==> src/rtl/sbe_pkg.sv <==
package sbe_pkg;
  typedef enum logic [1:0] {
    KIND_JCC  = 2'd0,
    KIND_LOOP = 2'd1,
    KIND_JMP  = 2'd2,
    KIND_JMP2 = 2'd3
  } kind_e;

  typedef enum logic [1:0] {
    LP_NZ    = 2'd0,
    LP_Z     = 2'd1,
    LP_PLAIN = 2'd2,
    LP_CXZ   = 2'd3
  } loop_sel_e;
endpackage

==> src/rtl/sbe_cond_eval.sv <==
module sbe_cond_eval (
  input  logic [3:0] cond_i,
  input  logic       of_i,
  input  logic       cf_i,
  input  logic       zf_i,
  input  logic       sf_i,
  input  logic       pf_i,
  output logic       hit_o
);
  logic base;

  // odd codes invert their even partner
  always_comb begin
    unique case (cond_i[3:1])
      3'd0: base = of_i;
      3'd1: base = cf_i;
      3'd2: base = zf_i;
      3'd3: base = cf_i | zf_i;
      3'd4: base = sf_i;
      3'd5: base = pf_i;
      3'd6: base = sf_i ^ of_i;
      default: base = (sf_i ^ of_i) | zf_i;
    endcase
    hit_o = base ^ cond_i[0];
  end
endmodule

==> src/rtl/sbe_loop_eval.sv <==
module sbe_loop_eval
  import sbe_pkg::*;
#(
  parameter int CX_W = 16
) (
  input  logic [1:0]      sel_i,
  input  logic [CX_W-1:0] cx_i,
  input  logic            zf_i,
  output logic            hit_o,
  output logic [CX_W-1:0] cx_o
);
  logic [CX_W-1:0] cx_dec;
  logic            dec_nz;

  assign cx_dec = cx_i - CX_W'(1);
  assign dec_nz = |cx_dec;

  always_comb begin
    cx_o = cx_dec;
    unique case (loop_sel_e'(sel_i))
      LP_NZ:    hit_o = dec_nz & ~zf_i;
      LP_Z:     hit_o = dec_nz & zf_i;
      LP_PLAIN: hit_o = dec_nz;
      default: begin
        hit_o = ~|cx_i;
        cx_o  = cx_i;
      end
    endcase
  end
endmodule

==> src/rtl/sbe_target.sv <==
module sbe_target #(
  parameter int IP_W   = 16,
  parameter int DISP_W = 8
) (
  input  logic [IP_W-1:0]   ip_i,
  input  logic [DISP_W-1:0] disp_i,
  output logic [IP_W-1:0]   target_o
);
  logic [IP_W-1:0] disp_ext;

  generate
    if (IP_W > DISP_W) begin : g_ext
      localparam int EXT_W = IP_W - DISP_W;
      assign disp_ext = {{EXT_W{disp_i[DISP_W-1]}}, disp_i};
    end else begin : g_trunc
      assign disp_ext = disp_i[IP_W-1:0];
    end
  endgenerate

  assign target_o = ip_i + disp_ext;
endmodule

==> src/rtl/short_branch_eval.sv <==
module short_branch_eval
  import sbe_pkg::*;
#(
  parameter int IP_W   = 16,
  parameter int DISP_W = 8,
  parameter int CX_W   = 16
) (
  input  logic              clk_i,
  input  logic              rst_ni,
  input  logic              valid_i,
  input  logic [1:0]        kind_i,
  input  logic [3:0]        cond_i,
  input  logic              of_i,
  input  logic              cf_i,
  input  logic              zf_i,
  input  logic              sf_i,
  input  logic              pf_i,
  input  logic [CX_W-1:0]   cx_i,
  input  logic [IP_W-1:0]   ip_i,
  input  logic [DISP_W-1:0] disp_i,
  output logic              valid_o,
  output logic              taken_o,
  output logic [IP_W-1:0]   next_ip_o,
  output logic [CX_W-1:0]   cx_o
);
  logic            jcc_hit, loop_hit, take;
  logic [CX_W-1:0] loop_cx, cx_nxt;
  logic [IP_W-1:0] target;

  sbe_cond_eval u_cond (
    .cond_i(cond_i), .of_i(of_i), .cf_i(cf_i), .zf_i(zf_i),
    .sf_i(sf_i), .pf_i(pf_i), .hit_o(jcc_hit)
  );

  sbe_loop_eval #(.CX_W(CX_W)) u_loop (
    .sel_i(cond_i[1:0]), .cx_i(cx_i), .zf_i(zf_i),
    .hit_o(loop_hit), .cx_o(loop_cx)
  );

  sbe_target #(.IP_W(IP_W), .DISP_W(DISP_W)) u_tgt (
    .ip_i(ip_i), .disp_i(disp_i), .target_o(target)
  );

  always_comb begin
    unique case (kind_e'(kind_i))
      KIND_JCC:  begin take = jcc_hit;  cx_nxt = cx_i;    end
      KIND_LOOP: begin take = loop_hit; cx_nxt = loop_cx; end
      default:   begin take = 1'b1;     cx_nxt = cx_i;    end
    endcase
  end

  always_ff @(posedge clk_i or negedge rst_ni) begin
    if (!rst_ni) begin
      valid_o   <= 1'b0;
      taken_o   <= 1'b0;
      next_ip_o <= '0;
      cx_o      <= '0;
    end else begin
      valid_o <= valid_i;
      if (valid_i) begin
        taken_o   <= take;
        next_ip_o <= take ? target : ip_i;
        cx_o      <= cx_nxt;
      end
    end
  end

  assert_valid_latency_R11: assert property (@(posedge clk_i) disable iff (!rst_ni)
    valid_i |=> valid_o);
  assert_no_spurious_valid_R11: assert property (@(posedge clk_i) disable iff (!rst_ni)
    !valid_i |=> !valid_o);
  assert_hold_idle_R11: assert property (@(posedge clk_i) disable iff (!rst_ni)
    !valid_i |=> ($stable(taken_o) && $stable(next_ip_o) && $stable(cx_o)));
  assert_not_taken_ip_R2: assert property (@(posedge clk_i) disable iff (!rst_ni)
    (valid_i && kind_i == 2'd0 && !jcc_hit) |=> (next_ip_o == $past(ip_i)));
  assert_uncond_taken_R10: assert property (@(posedge clk_i) disable iff (!rst_ni)
    (valid_i && kind_i[1]) |=> taken_o);
  assert_cxz_keeps_cx_R9: assert property (@(posedge clk_i) disable iff (!rst_ni)
    (valid_i && kind_i == 2'd1 && cond_i[1:0] == 2'd3) |=> (cx_o == $past(cx_i)));
  assert_loop_last_R7: assert property (@(posedge clk_i) disable iff (!rst_ni)
    (valid_i && kind_i == 2'd1 && cond_i[1:0] == 2'd2 && cx_i == CX_W'(1))
      |=> (!taken_o && cx_o == '0));
endmodule

==> config.mk <==
export PLATFORM = sky130hd
export DESIGN_NAME = short_branch_eval
export DESIGN_NICKNAME = d
export VERILOG_FILES = /design/src/rtl/sbe_pkg.sv /design/src/rtl/sbe_cond_eval.sv /design/src/rtl/sbe_loop_eval.sv /design/src/rtl/sbe_target.sv /design/src/rtl/short_branch_eval.sv
export SDC_FILE = /design/constraint.sdc
export NUM_CORES = 1
export LEC_CHECK = 0
export ABC_AREA = 1
export BUFFER_PORTS_ARGS = -buffer_cell sky130_fd_sc_hd__buf_4
export CORE_ASPECT_RATIO = 0.5
export CORE_MARGIN = 1.5
export CORE_UTILIZATION = 40
export CTS_BUF_LIST = sky130_fd_sc_hd__clkbuf_8
export CTS_CLUSTER_SIZE = 12
export DETAILED_ROUTE_END_ITERATION = 8
export SLEW_MARGIN = 20
export SYNTH_ARGS = -nofsm -noshare
export SYNTH_HDL_FRONTEND = slang
export SYNTH_SLANG_ARGS = --single-unit
export TNS_END_PERCENT = 10
==> constraint.sdc <==
create_clock -name clk_i -period 0.8 [get_ports clk_i]
set_input_delay 0.12 -clock clk_i [delete_from_list [all_inputs] [get_ports clk_i]]
set_output_delay 0.12 -clock clk_i [all_outputs]
set_load 0.01 [all_outputs]
==> results.py <==
metrics = {
    "outcome": {
        "outcome": "finished, violations left",
        "violations": "setup timing",
    },
    "power": {
        "p_sw_uw": 2430,
        "pwr-share-comb": 0.455,
        "ir_drop_uv": 667,
        "power.leakage_uw": 0.00263,
        "clkPwrFrac": 0.238,
        "p_int_uw": 4600,
        "power_density_mw_per_mm2": 1340,
        "p_sw_frac": 0.346,
        "p_seq_frac": 0.307,
    },
    "worst_setup_path": {
        "critPathKind": "input port to register",
        "cp.required_ns": 0.98,
        "cp-end-kind": "register",
        "r2r_slack_ns": 0.09,
        "critPathMaxFanout": 6,
        "cp-endpoint": "next_ip_o[5]",
        "critPathLaunch": "cx_i[0]",
        "cpPeakStageDelay_ns": 0.19,
        "crit_chain": "buf_8, clkinvlp_4, ha_4, nand3_4, nor2_2, nor2_2, nor2_2, nand2_1, nor2_1, nand3_1, nand2_1, nand2_2, nand2_8, buf_12, nand3b_1, nand3_1, nand2_1",
        "r2r_end": "cx_o[10]",
        "arrival_ns": 1.78,
        "start_kind": "input port",
        "r2r_start": "cx_o[10]",
        "ff2ff_path_depth": 1,
        "cp_slowest_cell": "ha_4",
    },
    "timing": {
        "min_period_ns": 1.60,
        "tns_ns": -19.74,
        "max_clock_freq_mhz": 626,
        "fin_worst_skew_ns": 0,
        "tightestPinTransition_ns": 0.454,
        "setup_slack_ns": -0.798,
        "setup_viol": 62,
        "period_share": 2.00,
        "rsz0062_at_grt": "yes",
        "whs_ns": 0.134,
        "drv_slew": 0,
        "relSlewSlack": 0.698,
        "final-hold-violation-count": 0,
    },
    "cts": {
        "htree_levels": 2,
        "cts.path.max_buffers": 2,
        "path_clk_slew_ns": 0.09,
        "clk_latency_ns": 0.30,
        "cts_tree": "done",
        "clkSinkCount": 34,
        "clockRootBuffer": "clkbuf_8",
        "cts_buffers": 5,
    },
    "synth": {
        "syn-cell-area_mm2": 0.00296,
        "synthSimpleGateAreaFrac": 0.384,
        "synth-compound-area-share": 0.127,
        "synthFlopType": "dfrtp_1",
        "synthXorXnorAreaFrac": 0.0503,
        "synth_nets": 517,
        "syn_area_per_cell_um2": 6.65,
        "synth-edff-count": 0,
        "ys_seq_area_frac": 0.288,
        "muxShareOfSynthArea": 0.00338,
        "synth_top_family_by_area": "simple AND/OR/NAND/NOR gates",
        "async_flop_share": 1.00,
        "synth.distinct_cells": 34,
        "synth_adder_area_share": 0.0786,
        "netlist_instances": 445,
        "yosys_warnings": 0,
        "ys_ff_latch": 34,
    },
    "final_layout": {
        "regArea_um2": 851,
        "area_growth_pct": 76.8,
        "multiInputGateArea_mm2": 0.00224,
        "layout_commonest_cell": "buf_4",
        "stdcell_area_mm2": 0.00523,
        "fin_cells": 739,
        "drive_gt1_frac": 0.448,
        "layout_common_cells": "buf_4, nand2_1, buf_6",
        "fin_nets": 718,
        "fill_cells": 563,
        "antennaDiodeCount": 0,
    },
    "run": {
        "maxCapViolations": 0,
    },
    "global_routing": {
        "antenna_found_initial": 0,
        "track_usage": 0.251,
        "grt_pass1_wl_um": 16400,
        "grt_pass1_vias": 3608,
        "grt-ovfl-total": 0,
        "grt_max_degree": 35,
    },
    "floorplanning": {
        "start_util": 0.428,
        "core_area_mm2": 0.00691,
        "chipHeight_um": 63.8,
        "io_pins": 88,
        "fp.dieW_um": 125,
        "die-area_mm2": 0.00795,
        "num_rows": 21,
    },
    "drt": {
        "final_antenna_net_count": 0,
        "firstDrtPassIters": 4,
        "wirelength_um": 9910,
        "drt-initial-drc-count": 154,
        "vias": 3608,
        "post-route-drc-count": 0,
        "wl_per_cell_um": 13.4,
        "viasPerCell": 4.88,
    },
    "place": {
        "placed_cell_area_mm2": 0.00446,
        "io_buffers": 87,
        "dp.cells": 708,
        "dp_slack_ns": -1.16,
        "hpwl_um": 7200,
        "place_congestion": 0.842,
    },
    "min_path": {
        "hold_path_class": "input port to register",
    },
}
==> per-layer routing <==
metal / up-vias / part of all wire / GRT usage
li1: 1856 / - / -
met1: 1673 / 0.48 / 0.333
met2: 75 / 0.48 / 0.439
met3: 4 / 0.035 / 0.0385
met4: 0 / 0.0044 / 0.0517
met5: - / 0 / 0
==> logic make-up (layout without fill, tap and decap cells) <==
family	Yosys count	count (layout)
flops	34	34
compound gates	69	69
fa+ha+maj	18	18
xor+xnor	17	17
simple gates	255	256
buf+inv	51	252
mux	1	1
==> how the worst min path moves through the flow <==
| stage | start | to | slack (ns) | depth (start not counted) |
|---|---|---|---|---|
| floorplan | rst_ni | cx_o[0] | -0.18 | 0 |
| global placement | rst_ni | next_ip_o[2] | 0.1 | 1 |
| detailed placement | rst_ni | next_ip_o[0] | 0.10 | 1 |
| CTS | cx_i[1] | cx_o[1] | 0.12 | 3 |
| global route | ip_i[0] | next_ip_o[0] | 0.17 | 4 |
| finish | cx_i[1] | cx_o[1] | 0.13 | 3 |
==> area by class of cell <==
class,count,area share
clock inverter,3,0.00861
clock buffer,5,0.0132
tap,92,0.0220
inverter,40,0.0313
multi-input combinational,361,0.429
sequential,34,0.163
timing repair buffer,204,0.333
==> power by group through the flow <==
stage                     sequential, uW  clock, uW  combinational [uW]
after floorplan                     2240          0                1130
after global placement              2130          0                2670
after detailed placement            2140          0                2680
after CTS                           2160       1690                3070
after global routing                2190       1790                3500
final                               2160       1670                3200
==> registers in the layout, indices dropped and copies added (netlist names) <==
signal	cells
valid_o	1
cx_o	16
taken_o	1
next_ip_o	16
==> Yosys cell counts, drive strengths merged, types with 4 or more instances <==
cell | number | share of area
buf | 5 | 0.011
inv | 39 | 0.049
nand3b | 17 | 0.043
a21oi | 28 | 0.047
nor3 | 5 | 0.0085
nand2 | 156 | 0.21
nand3 | 35 | 0.059
ha | 17 | 0.072
dfrtp | 34 | 0.29
nor2 | 40 | 0.062
xor2 | 11 | 0.033
clkbuf | 6 | 0.0076
xnor2 | 6 | 0.018
o211ai | 4 | 0.010
o21ai | 27 | 0.046
==> per-stage QoR <==
step / util / power, uW
finish: 0.757 / 7030
global route: 0.757 / 7480
CTS: 0.734 / 6920
detailed placement: 0.646 / 4830
global placement: 0.646 / 4800
floorplan: - / 3380
==> what timing repair did <==
item | CTS | global route
cloned | 1 | 0
pin swaps | 45 | 23
endpoints found under the hold margin | 34 | 0
setup buffers | 19 | 2
setup endpoints to repair | 67 | 67
resized for setup | 90 | 44
hold buffers | 1 | 0
==> worst max-delay path: cells and delay by family <==
kind | cells | cell delay, ns
fa+ha+maj | 1 | 0.19
buf+inv | 3 | 0.31
simple gates | 13 | 1.13
(Power assumes the default switching activity.)
